## src/rtl/vcbuf_pkg.sv

```systemverilog
package vcbuf_pkg;
  typedef enum logic [2:0] {
    PORT_LOCAL = 3'd0,
    PORT_EAST  = 3'd1,
    PORT_WEST  = 3'd2,
    PORT_NORTH = 3'd3,
    PORT_SOUTH = 3'd4
  } port_e;
endpackage

```

## src/rtl/vcbuf_route.sv

```systemverilog
module vcbuf_route
  import vcbuf_pkg::*;
#(
  parameter int COORD_W = 2,
  parameter int MY_X    = 1,
  parameter int MY_Y    = 1
) (
  input  logic [2*COORD_W-1:0] dest,
  output port_e                port
);
  logic [COORD_W-1:0] dx, dy;
  assign dx = dest[COORD_W-1:0];
  assign dy = dest[2*COORD_W-1:COORD_W];

  always_comb begin
    if (dx > COORD_W'(MY_X))      port = PORT_EAST;
    else if (dx < COORD_W'(MY_X)) port = PORT_WEST;
    else if (dy > COORD_W'(MY_Y)) port = PORT_NORTH;
    else if (dy < COORD_W'(MY_Y)) port = PORT_SOUTH;
    else                          port = PORT_LOCAL;
  end
endmodule

```

## src/rtl/vcbuf_vc_queue.sv

```systemverilog
module vcbuf_vc_queue #(
  parameter int DEPTH  = 4,
  parameter int DATA_W = 16,
  parameter int OCC_W  = 3
) (
  input  logic              clk,
  input  logic              rst_n,
  input  logic              wr_en,
  input  logic              wr_head,
  input  logic              wr_tail,
  input  logic [DATA_W-1:0] wr_data,
  input  logic [2:0]        wr_route,
  input  logic              rd_en,
  output logic              out_valid,
  output logic              out_head,
  output logic              out_tail,
  output logic [DATA_W-1:0] out_data,
  output logic [2:0]        route,
  output logic              busy,
  output logic [OCC_W-1:0]  occ,
  output logic              full
);
  localparam int PTR_W = (DEPTH > 1) ? $clog2(DEPTH) : 1;

  logic [DATA_W-1:0] mem_data [DEPTH];
  logic              mem_head [DEPTH];
  logic              mem_tail [DEPTH];
  logic [PTR_W-1:0]  wr_ptr, rd_ptr;
  logic [OCC_W-1:0]  occ_q;
  logic              busy_q;
  logic [2:0]        route_q;
  logic              accept;

  assign full      = (occ_q == OCC_W'(DEPTH));
  assign accept    = wr_en && !full;
  assign out_valid = (occ_q != '0);
  assign out_data  = mem_data[rd_ptr];
  assign out_head  = mem_head[rd_ptr];
  assign out_tail  = mem_tail[rd_ptr];
  assign occ       = occ_q;
  assign busy      = busy_q;
  assign route     = route_q;

  function automatic logic [PTR_W-1:0] bump(input logic [PTR_W-1:0] p);
    return (p == PTR_W'(DEPTH-1)) ? '0 : p + PTR_W'(1);
  endfunction

  always_ff @(posedge clk) begin
    if (accept) begin
      mem_data[wr_ptr] <= wr_data;
      mem_head[wr_ptr] <= wr_head;
      mem_tail[wr_ptr] <= wr_tail;
    end
  end

  always_ff @(posedge clk) begin
    if (!rst_n) begin
      wr_ptr  <= '0;
      rd_ptr  <= '0;
      occ_q   <= '0;
      busy_q  <= 1'b0;
      route_q <= '0;
    end else begin
      if (accept) wr_ptr <= bump(wr_ptr);
      if (rd_en)  rd_ptr <= bump(rd_ptr);
      case ({accept, rd_en})
        2'b10:   occ_q <= occ_q + OCC_W'(1);
        2'b01:   occ_q <= occ_q - OCC_W'(1);
        default: occ_q <= occ_q;
      endcase
      if (accept && wr_head)       busy_q <= 1'b1;
      else if (rd_en && out_tail)  busy_q <= 1'b0;
      if (accept && wr_head)       route_q <= wr_route;
    end
  end


  no_overflow_chk: assert property (@(posedge clk) disable iff (!rst_n)
    occ_q <= OCC_W'(DEPTH));


  occ_step_chk: assert property (@(posedge clk) disable iff (!rst_n)
    (wr_en && !full && !rd_en) |=> occ_q == $past(occ_q) + OCC_W'(1));


  drop_full_chk: assert property (@(posedge clk) disable iff (!rst_n)
    (wr_en && full && !rd_en) |=> $stable(occ_q));


  busy_release_chk: assert property (@(posedge clk) disable iff (!rst_n)
    $fell(busy_q) |-> $past(rd_en && out_tail));
endmodule

```

## src/rtl/vcbuf_read_sel.sv

```systemverilog
module vcbuf_read_sel #(
  parameter int NUM_VC = 8,
  parameter int VC_W   = 3
) (
  input  logic              clk,
  input  logic              rst_n,
  input  logic [NUM_VC-1:0] valid,
  input  logic [NUM_VC-1:0] ready,
  output logic [NUM_VC-1:0] pop,
  output logic              credit_valid,
  output logic [VC_W-1:0]   credit_vc
);
  logic [NUM_VC-1:0] req;
  assign req = valid & ready;

  always_comb begin
    credit_valid = 1'b0;
    credit_vc    = '0;
    for (int v = 0; v < NUM_VC; v++) begin
      if (!credit_valid && req[v]) begin
        credit_valid = 1'b1;
        credit_vc    = VC_W'(v);
      end
    end
    pop = credit_valid ? (NUM_VC'(1) << credit_vc) : '0;
  end


  one_pop_chk: assert property (@(posedge clk) disable iff (!rst_n)
    $onehot0(pop));
endmodule

```

## src/rtl/vcbuf_input_port.sv

```systemverilog
module vcbuf_input_port
  import vcbuf_pkg::*;
#(
  parameter int NUM_CLASSES   = 2,
  parameter int VCS_PER_CLASS = 4,
  parameter int CTRL_DEPTH    = 1,
  parameter int DATA_DEPTH    = 4,
  parameter int DATA_W        = 16,
  parameter int COORD_W       = 2,
  parameter int MY_X          = 1,
  parameter int MY_Y          = 1,
  localparam int NUM_VC       = NUM_CLASSES * VCS_PER_CLASS,
  localparam int VC_W         = (NUM_VC > 1) ? $clog2(NUM_VC) : 1,
  localparam int MAX_DEPTH    = (CTRL_DEPTH > DATA_DEPTH) ? CTRL_DEPTH : DATA_DEPTH,
  localparam int OCC_W        = $clog2(MAX_DEPTH + 1)
) (
  input  logic                     clk,
  input  logic                     rst_n,
  input  logic                     flit_valid,
  input  logic [VC_W-1:0]          flit_vc,
  input  logic                     flit_head,
  input  logic                     flit_tail,
  input  logic [DATA_W-1:0]        flit_data,
  input  logic [NUM_VC-1:0]        vc_ready,
  output logic [NUM_VC-1:0]        vc_valid,
  output logic [NUM_VC-1:0]        vc_head,
  output logic [NUM_VC-1:0]        vc_tail,
  output logic [NUM_VC*DATA_W-1:0] vc_data,
  output logic [NUM_VC*3-1:0]      vc_route,
  output logic [NUM_VC-1:0]        vc_busy,
  output logic [NUM_VC*OCC_W-1:0]  vc_occ,
  output logic                     credit_valid,
  output logic [VC_W-1:0]          credit_vc,
  output logic                     credit_free,
  output logic                     wr_err
);
  port_e             in_route;
  logic [NUM_VC-1:0] vc_full;
  logic [NUM_VC-1:0] vc_pop;
  logic              wr_err_q;

  vcbuf_route #(.COORD_W(COORD_W), .MY_X(MY_X), .MY_Y(MY_Y)) u_route (
    .dest (flit_data[2*COORD_W-1:0]),
    .port (in_route)
  );

  for (genvar v = 0; v < NUM_VC; v++) begin : g_vc
    localparam int DEP = (v < VCS_PER_CLASS) ? CTRL_DEPTH : DATA_DEPTH;
    logic sel;
    assign sel = flit_valid && (flit_vc == VC_W'(v));

    vcbuf_vc_queue #(.DEPTH(DEP), .DATA_W(DATA_W), .OCC_W(OCC_W)) u_q (
      .clk       (clk),
      .rst_n     (rst_n),
      .wr_en     (sel),
      .wr_head   (flit_head),
      .wr_tail   (flit_tail),
      .wr_data   (flit_data),
      .wr_route  (in_route),
      .rd_en     (vc_pop[v]),
      .out_valid (vc_valid[v]),
      .out_head  (vc_head[v]),
      .out_tail  (vc_tail[v]),
      .out_data  (vc_data[v*DATA_W +: DATA_W]),
      .route     (vc_route[v*3 +: 3]),
      .busy      (vc_busy[v]),
      .occ       (vc_occ[v*OCC_W +: OCC_W]),
      .full      (vc_full[v])
    );
  end

  vcbuf_read_sel #(.NUM_VC(NUM_VC), .VC_W(VC_W)) u_sel (
    .clk          (clk),
    .rst_n        (rst_n),
    .valid        (vc_valid),
    .ready        (vc_ready),
    .pop          (vc_pop),
    .credit_valid (credit_valid),
    .credit_vc    (credit_vc)
  );

  assign credit_free = credit_valid && vc_tail[credit_vc];

  always_ff @(posedge clk) begin
    if (!rst_n) wr_err_q <= 1'b0;
    else        wr_err_q <= flit_valid && vc_full[flit_vc];
  end
  assign wr_err = wr_err_q;


  credit_src_chk: assert property (@(posedge clk) disable iff (!rst_n)
    credit_valid |-> (vc_valid[credit_vc] && vc_ready[credit_vc]));


  err_pulse_chk: assert property (@(posedge clk) disable iff (!rst_n)
    wr_err |-> $past(flit_valid));
endmodule

```

## config.mk

```make
export PLATFORM = sky130hd
export DESIGN_NAME = vcbuf_input_port
export DESIGN_NICKNAME = d
export VERILOG_FILES = /design/src/rtl/vcbuf_pkg.sv /design/src/rtl/vcbuf_route.sv /design/src/rtl/vcbuf_vc_queue.sv /design/src/rtl/vcbuf_read_sel.sv /design/src/rtl/vcbuf_input_port.sv
export SDC_FILE = /design/constraint.sdc
export NUM_CORES = 1
export LEC_CHECK = 0
export ABC_AREA = 1
export BUFFER_PORTS_ARGS = -buffer_cell sky130_fd_sc_hd__buf_2
export CORE_UTILIZATION = 61
export DETAILED_ROUTE_END_ITERATION = 10
export GPL_TIMING_DRIVEN = 0
export PLACE_DENSITY_LB_ADDON = 0.12
export SLEW_MARGIN = 20
export SYNTH_ARGS = -nofsm -noshare
export SYNTH_HDL_FRONTEND = slang
export SYNTH_SLANG_ARGS = --single-unit
```

## constraint.sdc

```tcl
create_clock -name clk -period 5.05 [get_ports clk]
set_clock_uncertainty 0.15 [all_clocks]
set_input_delay 0 -clock clk [delete_from_list [all_inputs] [get_ports clk]]
set_output_delay 0 -clock clk [all_outputs]
set_load 0.005 [all_outputs]
```

======== Yosys cells after proc, flatten, opt, wreduce, memory -nomap -nowiden ========
Memory sizes are Yosys's and may differ from the RTL's. A register that Yosys moved wholly into a read port is not among the register bits.
Cells that the tools add are included.
cells by class
  eq/ne operators ......................... 39
  bitwise operators ....................... 1
  shifts and indexed selects .............. 1
  reduce and logical (&&, ||, !) cells .... 81
  mux-type cells .......................... 96
  $add $sub $neg .......................... 24
  order comparisons ....................... 6
operators by type and width
  cell                                                                             number
  2-bit 2-to-1 mux                                                                 34
  3-bit one-hot mux with 2 select lines                                            8
  1-bit 2-to-1 mux                                                                 43
  1-bit logical AND                                                                41
  2-bit equality test, second input constant                                       16
  2-bit nonzero test                                                               16
  3-bit by 1-bit adder with 3-bit output, second input constant                    8
  3-bit equality test, second input constant                                       8
  3-bit 2-to-1 mux                                                                 8
  3-bit nonzero test                                                               8
  3-bit by 1-bit subtractor with 3-bit output, second input constant               8
  2-bit by 1-bit adder with 2-bit output, second input constant                    8
  2-bit by 1-bit equality test with 1-bit output, second input constant            8
  3-bit by 1-bit equality test with 1-bit output, second input constant            5
  1-bit logical NOT                                                                15
  8-bit AND                                                                        1
  3-bit by 4-bit less-than comparator with 1-bit output, second input constant     2
  8-bit 2-to-1 mux                                                                 1
  1-bit by 3-bit left shift with 8-bit output, first input constant                1
  1-bit binary-select mux with 3-bit select                                        2
  3-bit by 2-bit equality test with 1-bit output, second input constant            2
  2-bit by 1-bit greater-than comparator with 1-bit output, second input constant  2
  2-bit by 1-bit less-than comparator with 1-bit output, second input constant     2
  3-bit logical NOT                                                                1
word-level totals
  memories kept ........................... 24
  output and inout port bits .............. 214
  word-level logic and storage cells ...... 305
  RAM bits ................................ 360
  input bits .............................. 32
  register bits after elaboration ......... 73
memory list
  memory                words  bits a word  rd ports  clocked after memory_dff  wr ports  RTL line              text
  g_vc[4].u_q.mem_data  4      16           1         1                         1         vcbuf_vc_queue.sv:25  logic [DATA_W-1:0] mem_data [DEPTH];
  g_vc[5].u_q.mem_data  4      16           1         1                         1         vcbuf_vc_queue.sv:25
  g_vc[6].u_q.mem_data  4      16           1         1                         1         vcbuf_vc_queue.sv:25
  g_vc[7].u_q.mem_data  4      16           1         1                         1         vcbuf_vc_queue.sv:25
  g_vc[0].u_q.mem_data  1      16           1         0                         1         vcbuf_vc_queue.sv:25
  g_vc[1].u_q.mem_data  1      16           1         0                         1         vcbuf_vc_queue.sv:25
  +18 memories          -      -            -         -                         -         -

======== Longest topological paths before layout ========
Gate-level depths: netlist (run 1).
  word-level depth ........................ 29
  gate-level depth with buffers ........... 15
  gate-level depth less buffers ........... 15

======== Cells and area by module ========
From an unflattened synthesis (run 1), not the netlist that was laid out.
second synthesis, totals
  cell total of the unflattened synthesis .. 1428
  area, all modules ....................... 17688.2 sq um
by module, submodules not included
  module                            seq. area each (sq um)  instances  cells an instance  area an instance (sq um)
  vcbuf_vc_queue (g_vc[5].u_q ...)  2422.3                  2          252                3329.4
  vcbuf_vc_queue (g_vc[0].u_q ...)  680.7                   4          78                 958.4
  vcbuf_vc_queue (g_vc[4].u_q)      2422.3                  1          250                3319.4
  vcbuf_vc_queue (g_vc[6].u_q)      2422.3                  1          250                3314.4
  vcbuf_input_port                  20.0                    1          65                 282.8
  vcbuf_read_sel                    0.0                     1          38                 244.0
  vcbuf_route                       0.0                     1          9                  35.0

======== Worst setup path after synthesis (run 1) ========
OpenSTA, ideal clock, no wires.
  kind .................................... reg-to-reg
  from .................................... register g_vc[3].u_q.occ_q[1]
  to ...................................... register g_vc[3].u_q.occ_q[2]
  slack ................................... 2.253 ns
  setup time .............................. 0.122 ns
  data arrival time ....................... 2.525 ns
  period minus slack after synthesis ...... 2.797 ns
  required time ........................... 4.778 ns
  cell stages (with the launch flop) ...... 12
  path buffers ............................ 0
  cell sequence ........................... dfxtp_1 > inv_1 > ha_1 > a21oi_1 > inv_1 > nor2_1 > inv_1 > ha_1 > nor2_1 > o21ai_0 > o21ai_0 > a21oi_1
on the way
  elaborated cells on any way between the ends .. 32
  classes of those cells .................. add/sub (2); eq/ne (3); shift (1); mux (12); bitwise (1); reduce/logical (13)
RTL lines
  item                                                                                   RTL line              text
  from (decl)                                                                            vcbuf_vc_queue.sv:29  logic [OCC_W-1:0] occ_q;
  from (signal assigned)                                                                 vcbuf_vc_queue.sv:67  2'b10: occ_q <= occ_q + OCC_W'(1);
  from (signal assigned)                                                                 vcbuf_vc_queue.sv:68  2'b01: occ_q <= occ_q - OCC_W'(1);
  from (signal assigned)                                                                 vcbuf_vc_queue.sv:69  default: occ_q <= occ_q;
  3-bit by 1-bit equality test with 1-bit output *                                       vcbuf_vc_queue.sv:34  assign full = (occ_q == OCC_W'(DEPTH));
  1-bit logical NOT *                                                                    vcbuf_vc_queue.sv:35  assign accept = wr_en && !full;
  1-bit logical AND *                                                                    vcbuf_vc_queue.sv:35
  via g_vc[3].u_q.accept                                                                 vcbuf_vc_queue.sv:32  logic accept;
  2-bit by 1-bit equality test with 1-bit output or 2-bit equality test (tied branches)  vcbuf_vc_queue.sv:66  case ({accept, rd_en})
  3-bit one-hot mux with 2 select lines or 2-bit nonzero test (tied branches)            -
The timed path passes the listed nets; every way through them passes the cells marked *.
A chain may end at the register's enable or synchronous reset.

======== Worst setup path after layout (run 1) ========
  from .................................... register g_vc[2].u_q.occ_q[0]
  to ...................................... register g_vc[6].u_q.occ_q[2]
on the way
  cells in the longest elaborated chain, start to end .. 23
  elaborated cells on any way between the ends .. 31
  classes of those cells .................. eq/ne (2); shift (1); mux (14); bitwise (1); reduce/logical (13)
ends and longest elaborated chain
  item                                                                                   RTL line              text
  from (decl)                                                                            vcbuf_vc_queue.sv:29
  from (signal assigned)                                                                 vcbuf_vc_queue.sv:67
  from (signal assigned)                                                                 vcbuf_vc_queue.sv:68
  from (signal assigned)                                                                 vcbuf_vc_queue.sv:69
  3-bit nonzero test *                                                                   vcbuf_vc_queue.sv:36  assign out_valid = (occ_q != '0);
  via g_vc[2].u_q.out_valid                                                              vcbuf_vc_queue.sv:14  output logic out_valid,
  8-bit AND *                                                                            vcbuf_read_sel.sv:14  assign req = valid & ready;
  1-bit logical AND *                                                                    vcbuf_read_sel.sv:20  if (!credit_valid && req[v]) begin
  1-bit 2-to-1 mux                                                                       vcbuf_read_sel.sv:20
  1-bit logical NOT                                                                      vcbuf_read_sel.sv:20
  1-bit logical AND                                                                      vcbuf_read_sel.sv:20
  1-bit 2-to-1 mux                                                                       vcbuf_read_sel.sv:20
  [8 not listed]                                                                         -
  1-bit 2-to-1 mux                                                                       vcbuf_read_sel.sv:20
  1-bit logical NOT                                                                      vcbuf_read_sel.sv:20
  1-bit logical AND                                                                      vcbuf_read_sel.sv:20
  3-bit 2-to-1 mux                                                                       vcbuf_read_sel.sv:20
  1-bit by 3-bit left shift with 8-bit output                                            vcbuf_read_sel.sv:25  pop = credit_valid ? (NUM_VC'(1) << credit_vc) : '0;
  8-bit 2-to-1 mux *                                                                     vcbuf_read_sel.sv:25
  2-bit by 1-bit equality test with 1-bit output or 2-bit equality test (tied branches)  vcbuf_vc_queue.sv:66
  3-bit one-hot mux with 2 select lines or 2-bit nonzero test (tied branches)            -
  to (signal assigned)                                                                   vcbuf_vc_queue.sv:67
  to (signal assigned)                                                                   vcbuf_vc_queue.sv:68
  to (signal assigned)                                                                   vcbuf_vc_queue.sv:69
  to (decl)                                                                              vcbuf_vc_queue.sv:29
Marked as above.

==> results of run 1 <==
-- metrics by stage --
stage	cells	hold WS (ps)	util (%)	area, um2	power, mW
2_1_floorplan	1336	-51.1	-	17200	4.78
3_3_place_gp	1959	119	68.1	18900	5.19
3_5_place_dp	1977	124	69.1	19200	5.22
4_1_cts	2090	266	75.2	20900	8.22
5_1_grt	2091	345	75.2	20900	8.47
6_report	2091	284	75.2	20900	8.20
-- cell type report --
type                       count  area, um2  share of cell area, %
sequential                   441      12400                   59.5
tap                          378        473                   2.26
clock inverter                20        153                  0.731
buffer                        76        410                   1.96
timing repair buffer         300       1830                   8.74
inverter                     109        412                   1.97
clock buffer                  56       1150                   5.53
multi-input combinational    710       4030                   19.3
antenna                        1       2.50                 0.0120
-- layout by cell type, fill, tap and decap left out, types with 11 or more instances in the layout --
cell and instances:
edfxtp_1 360, buf_2 249, o21ai_0 204, nor2_1 181
inv_1 92, dfxtp_1 81, o22ai_1 69, a21oi_1 69
clkbuf_1 47, nand2_1 46, ha_1 44, clkbuf_16 43
dlygate4sd3_1 37, buf_4 32, nor2_2 25, clkinv_1 11
buf_6 11
-- flip-flops by register name, summed over array words and instances, names as in the netlist, named ones only --
signal,cells
g_vc.u_q.mem_data,320
g_vc.u_q.occ,24
g_vc.u_q.route,24
g_vc.u_q.mem_head,20
g_vc.u_q.mem_tail,20
g_vc.u_q.busy,8
g_vc.u_q.rd_ptr,8
g_vc.u_q.wr_ptr,8
wr_err,1
-- worst paths after layout --
check	endpoint	slack (ps)	depth (start not counted)
max	g_vc[6].u_q.occ[2]	1490	16
min	g_vc[0].u_q.busy	280	5
max reg2reg	g_vc[6].u_q.occ[2]	1490	16
min reg2reg	g_vc[0].u_q.busy	330	2
-- power by group --
group,internal [mW],switching [mW],leakage (nW),total (mW)
combinational,0.422,0.726,3.45,1.15
clock,1.71,1.29,0.643,3.01
sequential,4.01,0.0457,3.90,4.05
total,6.14,2.06,8.00,8.20
-- repair_timing --
action                                 4_1_cts  5_1_grt
endpoints found under the hold margin      457        0
setup buffers                                0        0
hold buffers                                37        0
-- routing by layer --
| metal | part of all wire, % | GRT usage [%] | vias to the layer above | wire length (um) |
|---|---|---|---|---|
| met5 | 0 | 0 | - | 0 |
| li1 | - | - | 5459 | - |
| met4 | 3.5 | 12.4 | 0 | 1530 |
| met3 | 9.8 | 7.07 | 78 | 4260 |
| met2 | 48 | 50.1 | 578 | 20700 |
| met1 | 39 | 39.1 | 5795 | 17100 |
-- worst max-delay path, stage by stage, from the launching register on --
cell and delay (ps):
dfxtp_1 370, inv_1 160, ha_1 190, nand2_2 70, nand2_2 90, nand2_2 100
nor2_8 180, nand4_4 110, dlygate4sd3_1 650, inv_1 130, ha_1 160, inv_1 80
fa_1 410, a21oi_1 200, o21ai_0 160, o21ai_0 180, a21oi_1 50
-- logic make-up (layout without fill, tap and decap cells) --
family          after synthesis  in the layout  share of synthesized area (%)
flops                       441            441                           72.2
other cells                   0              1                              0
compound gates              365            365                           11.5
xor+xnor                      4              4                          0.203
fa+ha+maj                    48             48                           3.66
simple gates                293            293                           7.69
buf+inv                     185            561                           4.77
==> metrics, run 1 <==
status=completed; PwrDens=393 nW/um2; synthesis-stage register bit count=441; Rows=61; initial antenna violation count=1; Synth cell types=43; max-slew violation count=0; largest net degree at the start of global routing=24; Vias/cell=5.70; Initial Util=62.0%; pre-CTS setup slack=2160 ps; RSZ-0062 raised after global routing=false; cell count after synthesis=1336; Synth area leader=edfxtp_1; Crit. Startpoint=g_vc[2].u_q.occ[0]; Top FF cell, synth=edfxtp_1; share of layout cells above drive strength 1=24.9%; Fin Setup TNS=0 ps; Iteration-0 DRC Markers=897; CP arrival=3820 ps; io pins=246; Longest Clk Path Bufs=3; CTS tree=yes; area added between synthesis and finish=21.3%; Worst-path clk slew=70 ps; die height=170 um; # fillers=1883; fmax=281 MHz; HPWL reported at the end of detailed placement=28200 um; VDD IR max=0.339 mV; global-route wire length before repair=64800 um; DRC viols=0; synth cell count leaders=360 x edfxtp_1, 204 x o21ai_0, 201 x nor2_1; grt total ovfl=0; gpl congestion=0.869; final hold vios=0; Hold Path Origin=vc_ready[0]; Die ar.=28900 um2; EDFF count, synth=360; Final Cycle Share=70.5%; final net count=1761; Clk Tree Root Cell=clkbuf_16; Post-Syn Nets=1416; Post-synth ARST share=0%; source of the worst register-to-register timing path=g_vc[2].u_q.occ[0]; CP Class=reg2reg; YS warnings=0; Synth top area share=62.8%; Leakage=8.00 nW; core area=27800 um2; CP endpoint kind=register; DRT Pass-1 Iters=5; required time of the worst setup path=5320 ps; total of max-cap violations=0; Routed Antenna Nets=0; top-count cell post-synth=edfxtp_1; HP Class=in2reg; Worst Tran Pin Value=810 ps; GRT Util Overall=30.4%; Num CTS Buffers=43; sequential fraction of the synthesis area=72.2%; H-tree lvl count=2; final worst slack=1490 ps; quantity of gates resized following cts=0; vias in the first global route=11600; Max FO, Critical Path=6; leading post-synthesis cells by cell area=edfxtp_1 63%, dfxtp_1 9.4%, o21ai_0 5.9%, nor2_1 4.4%, ha_1 3.2%; Vias=11900; final setup fails=0; Post-Syn Area=17200 um2; crit start category=register; PortBufs=245; Post-Syn Area per Cell=12.9 um2; Wirelength per Cell=20.8 um; Tmin final=3560 ps; Worst-Skew Late Latency=530 ps; clk sinks=441; Die W=170 um; Slew Limit Headroom=45.9%; routed wire length=43600 um
No activity file was read; power rests on OpenSTA's default activity.
==> run 2: changes to the inputs <==
Settings changed: ABC_AREA 1 to 0, CORE_UTILIZATION 61 to 57.
Clock period 5.05 ns to 3.7 ns, I/O delays scaled along.
==> metrics, run 2 <==
clk sinks=441 (unchanged); CP Class=reg2reg; final hold vios=0 (unchanged); Final Cycle Share=86.3% (+16 points); VDD IR max=0.288 mV (-15%); HPWL reported at the end of detailed placement=23800 um (-15%); io pins=246 (unchanged); Worst R2R Setup Slack=510 ps (-980 ps); Leakage=7.50 nW (-6.2%); critical path's most frequent cell=inv_1; Worst-path clk slew=60 ps (about the same); top-count cell post-synth=edfxtp_1; final setup fails=0 (unchanged); Synth cell types=46 (+7.0%); Initial Util=57.9% (-4.1 points); vias in the first global route=9429 (-19%); Die ar.=30800 um2 (+6.6%); Slew Limit Headroom=32.9% (-13 points); RSZ-0062 raised after global routing=false; Post-synth ARST share=0% (unchanged); EDFF count, synth=360 (unchanged); sequential fraction of the synthesis area=72.4% (+0.25 points); Num CTS Buffers=44 (+2.3%); Longest Clk Path Bufs=3 (unchanged); Iteration-0 DRC Markers=684 (-24%); most frequent cells in the layout=360 x edfxtp_1, 256 x buf_2, 81 x dfxtp_1; Rows=63 (+3.3%); Vias/cell=5.44 (-4.5%); global-route wire length before repair=54200 um (-16%); Post-Syn Area=17200 um2 (-0.35%); Post-Syn Area per Cell=17.5 um2 (+36%); synthesis-stage register bit count=441 (unchanged); Die W=176 um (+3.2%); grt total ovfl=0 (unchanged); DRT Pass-1 Iters=5 (unchanged); Worst-Skew Late Latency=520 ps (about the same); share of layout cells above drive strength 1=32.7% (+7.7 points); CP endpoint kind=register; area added between synthesis and finish=20.0%; status=completed; fmax=313 MHz (+11%); Vias=9396 (-21%); YS warnings=0 (unchanged); PwrDens=506 nW/um2 (+29%); HP Class=in2reg; Cell Chain, Critical Path=inv_1, ha_1, nand2b_1, a22oi_2, and2_1, nand4_1, inv_1, ha_1, inv_1, fa_1, xor2_1, or3_1, a21boi_0; # diodes=0 (-1); Tmin final=3190 ps (-366 ps); DRC viols=0 (unchanged); CP arrival=3490 ps (-330 ps); largest register by flop count=g_vc.u_q.mem_data; Top FF cell, synth=edfxtp_1; gpl congestion=0.778 (-11%); initial antenna violation count=0 (-1); Fin Setup TNS=0 ps (unchanged); Worst Tran Pin Value=1010 ps (+196 ps); WHS=63.3 ps (-221 ps); CTS tree=yes; Post-CTS Setup Inserts=0 (unchanged); Largest register FFs=320 (unchanged); Max FO, Critical Path=5 (-1); final net count=1390 (-21%); Max stage delay on crit path=370 ps (-280 ps); Synth top area share=63.0% (+0.22 points); most common cell after layout, fill and taps aside=edfxtp_1; Synth area leader=edfxtp_1; core area=29600 um2 (+6.7%); synth cell count leaders=360 x edfxtp_1, 81 x dfxtp_1, 72 x mux4_2; crit start category=register; Wirelength per Cell=20.8 um (about the same); Post-Syn Nets=1060 (-25%); GRT Util Overall=23.5% (-6.9 points); Crit-path slowest cell=dfxtp_1; H-tree lvl count=2 (unchanged); cell count after synthesis=980 (-27%); leading post-synthesis cells by cell area=edfxtp_1 63%, dfxtp_1 9.4%, mux4_2 9.4%, ha_1 3.2%, a21boi_0 1.5%; Clk Tree Root Cell=clkbuf_16; Routed Antenna Nets=0 (unchanged); max-slew violation count=0 (unchanged); required time of the worst setup path=4000 ps (-1320 ps); Final Power=10.4 mW (+27%); total of max-cap violations=0 (unchanged); die height=176 um (+3.2%); routed wire length=36000 um (-17%); largest net degree at the start of global routing=27 (+13%); PortBufs=242 (-1.2%)
==> run 2: layout make-up <==
type	count	area [um2]
Clock inverter	17	144
Inverter	47	176
Buffer	64	378
Multi-Input combinational cell	428	4210
Timing Repair Buffer	284	1610
Clock buffer	57	1160
Sequential cell	441	12400
Fill cell	2004	9040
Tap cell	390	488
==> run 2: cells by family after synthesis <==
logic type,synth area share (%)
compound gates,3.82
xor+xnor,0.817
fa+ha+maj,3.67
buf+inv,3.23
flops,72.4
mux,10.5
simple gates,5.51
==> run 2: per-layer routing <==
metal  track usage [%]  routed length, um  vias to the layer above
met5                 0                  0                        -
met4              5.51                609                        0
met3              5.32               2380                       50
met2              39.3              17700                      291
met1              31.8              15300                     4718
li1                  -                  -                     4337
==> run 2: critical path, delay by kind of cell (launching register included) <==
family          cells  cell delay [ps]
fa+ha+maj           3              710
flops               1              370
buf+inv             3              300
simple gates        4              960
compound gates      2              480
xor+xnor            1              170
==> run 2: repair_timing <==
action	in CTS	in global routing
hold buffers	31	0
endpoints found under the hold margin	398	0
gates resized for setup	0	0
==> run 2: through the flow <==
stage	cells	area (um2)	utilization (%)	setup slack, ps
floorplan	980	17200	-	230
global placement	1612	18900	63.7	-1280
detailed placement	1623	19000	64.0	569
CTS	1728	20600	69.5	528
global route	1728	20600	69.5	314
finish	1728	20600	69.5	507
==> run 2: worst paths after layout <==
check | startpoint | end | cells past startpoint
max reg2reg | g_vc[2].u_q.occ[0] | g_vc[6].u_q.occ[2] | 13
max | g_vc[2].u_q.occ[0] | g_vc[6].u_q.occ[2] | 13
min reg2reg | g_vc[4].u_q.route[2] | g_vc[4].u_q.route[2] | 2
min | vc_ready[6] | register | 5
==> run 2: report_power, final <==
group | leakage [nW] | switching [mW] | internal (mW)
combinational | 2.96 | 0.451 | 0.390
sequential | 3.90 | 0.0444 | 5.43
clock | 0.634 | 1.76 | 2.34
==> run 3: changes to the inputs <==
Settings changed: CORE_UTILIZATION 57 to 55, CTS_BUF_LIST set to sky130_fd_sc_hd__clkbuf_8.
==> metrics, run 3 (synthesized netlist as in run 2, its figures left out) <==
Longest Clk Path Bufs=3 (unchanged); io pins=246 (unchanged); area added between synthesis and finish=20.4%; Worst-path clk slew=60 ps (about the same); status=completed; final setup fails=0 (unchanged); quantity of gates resized following cts=0 (unchanged); max-slew violation count=0 (unchanged); Max stage delay on crit path=370 ps (about the same); total of max-cap violations=0 (unchanged); Routed Antenna Nets=0 (unchanged); fmax=308 MHz (-1.5%); gpl congestion=0.824 (+6.0%); Vias=9632 (+2.5%); Wirelength per Cell=20.5 um (-1.5%); initial antenna violation count=0 (unchanged); # diodes=0 (unchanged); Die ar.=31900 um2 (+3.6%); Post-CTS Setup Inserts=0 (unchanged); Post-DP Area=19000 um2 (about the same); Cell Chain, Critical Path=inv_1, ha_1, nand2b_1, a22oi_2, and2_1, nand4_1, inv_1, ha_1, inv_1, fa_1, xor2_1, or3_1, a21boi_0; Clk Tree Root Cell=clkbuf_8; final worst slack=458 ps (-49.0 ps); Iteration-0 DRC Markers=671 (-1.9%); Fin Setup TNS=0 ps (unchanged); clk sinks=441 (unchanged); Worst Tran Pin Value=1010 ps (+7.77 ps); final net count=1418 (+2.0%); critical path's most frequent cell=inv_1; Slew Limit Headroom=32.4% (-0.52 points); largest net degree at the start of global routing=27 (unchanged); global-route wire length before repair=55000 um (+1.5%); Die W=179 um (+1.8%); DRC viols=0 (unchanged); RSZ-0062 raised after global routing=false; pre-CTS setup slack=502 ps (-67.0 ps); H-tree lvl count=3 (+1); Worst-Skew Late Latency=580 ps (+60 ps); Crit. Startpoint=g_vc[1].u_q.occ[0]; VDD IR max=0.273 mV (-5.3%); CP arrival=3590 ps (+100 ps); Leakage=7.66 nW (+2.1%); Final Cycle Share=87.6% (+1.3 points); routed wire length=36700 um (+2.0%); DRT Pass-1 Iters=5 (unchanged); HPWL reported at the end of detailed placement=23900 um (+0.55%); Tmin final=3240 ps (+49.0 ps); largest register by flop count=g_vc.u_q.mem_data; Max FO, Critical Path=5 (unchanged); vias in the first global route=9663 (+2.5%); Vias/cell=5.38 (-0.98%); # fillers=2142 (+6.9%); Num CTS Buffers=69 (+57%); Rows=64 (+1.6%); CTS tree=yes; PwrDens=497 nW/um2 (-1.8%); die height=179 um (+1.8%); PortBufs=242 (unchanged); GRT Util Overall=23.5% (-0.041 points); CP Class=reg2reg; Initial Util=56.0% (-1.9 points); final design instance area without fill=20700 um2 (+0.34%); Largest register FFs=320 (unchanged); core area=30700 um2 (+3.5%); most common cell after layout, fill and taps aside=edfxtp_1; grt total ovfl=0 (unchanged); Hold Path Origin=vc_ready[6]; source of the worst register-to-register timing path=g_vc[1].u_q.occ[0]; most frequent cells in the layout=360 x edfxtp_1, 257 x buf_2, 81 x dfxtp_1; required time of the worst setup path=4050 ps (+50 ps); crit start category=register; final hold vios=0 (unchanged); HP Class=in2reg; Crit-path slowest cell=fa_1; CP endpoint kind=register; share of layout cells above drive strength 1=34.0% (+1.4 points)
==> run 3: changes by cell type in the layout (fill, tap and decap cells not counted), sizes merged <==
cell	before	now
dlygate4sd3	31	35
clkinv	13	20
bufinv	2	3
clkbuf	74	91
buf	300	299
inv	48	74
clkinvlp	1	2
==> run 3: layer usage <==
| layer | part of all wire [%] | global-route usage, % |
|---|---|---|
| met5 | 0 | 0 |
| met2 | 49 | 38.7 |
| met4 | 2.1 | 8.30 |
| met3 | 7.5 | 5.48 |
| met1 | 42 | 30.7 |
==> run 3: final cells by class <==
| cell class | instances | area (um2) | area share, % |
|---|---|---|---|
| inverter | 47 | 176 | 0.854 |
| tap | 396 | 495 | 2.40 |
| sequential | 441 | 12400 | 60.2 |
| clock buffer | 74 | 1020 | 4.93 |
| timing repair buffer | 287 | 1630 | 7.91 |
| clock inverter | 52 | 322 | 1.56 |
| buffer | 64 | 378 | 1.83 |
| multi-input combinational | 428 | 4210 | 20.4 |
==> run 3: worst max-delay path, delay by kind of cell (launching register included) <==
family	cells	cell delay (ps)
AND/OR/NAND/NOR	4	1000
adder cells (fa/ha/maj)	3	710
AO/OA/AOI/OAI	2	480
flip-flops	1	360
buffers and inverters	3	300
XOR/XNOR	1	160
==> run 3: power breakdown <==
group / internal (mW) / switching [mW] / leakage (nW) / total (mW)
registers: 5.43 / 0.0439 / 3.90 / 5.48
clock network: 2.08 / 1.86 / 0.775 / 3.94
logic: 0.392 / 0.454 / 2.98 / 0.847
total: 7.91 / 2.36 / 7.66 / 10.3
==> run 3: path summary, 6_finish.rpt <==
| path | slack [ps] | cells past startpoint | end |
|---|---|---|---|
| worst max-delay path | 460 | 13 | g_vc[6].u_q.occ[2] |
| worst min-delay path | 60 | 5 | g_vc[6].u_q.rd_ptr[0] |
| worst max register to register | 460 | 13 | g_vc[6].u_q.occ[2] |
| worst min register to register | 310 | 2 | g_vc[7].u_q.route[2] |
==> run 3: metrics by stage <==
stage	util, %	std cells	power, mW	hold WS, ps
after floorplan	-	980	6.06	-51.1
after global placement	61.5	1618	6.39	128
after detailed placement	61.9	1628	6.40	125
after CTS	67.4	1789	10.4	38.1
after global routing	67.4	1789	10.6	93.6
final	67.4	1789	10.3	60.1
==> run 3: repair_timing <==
| action | 4_1_cts | 5_1_grt |
|---|---|---|
| hold buffers | 35 | 0 |
| hold endpoints to repair | 446 | 0 |
| setup endpoints to repair | 0 | 0 |
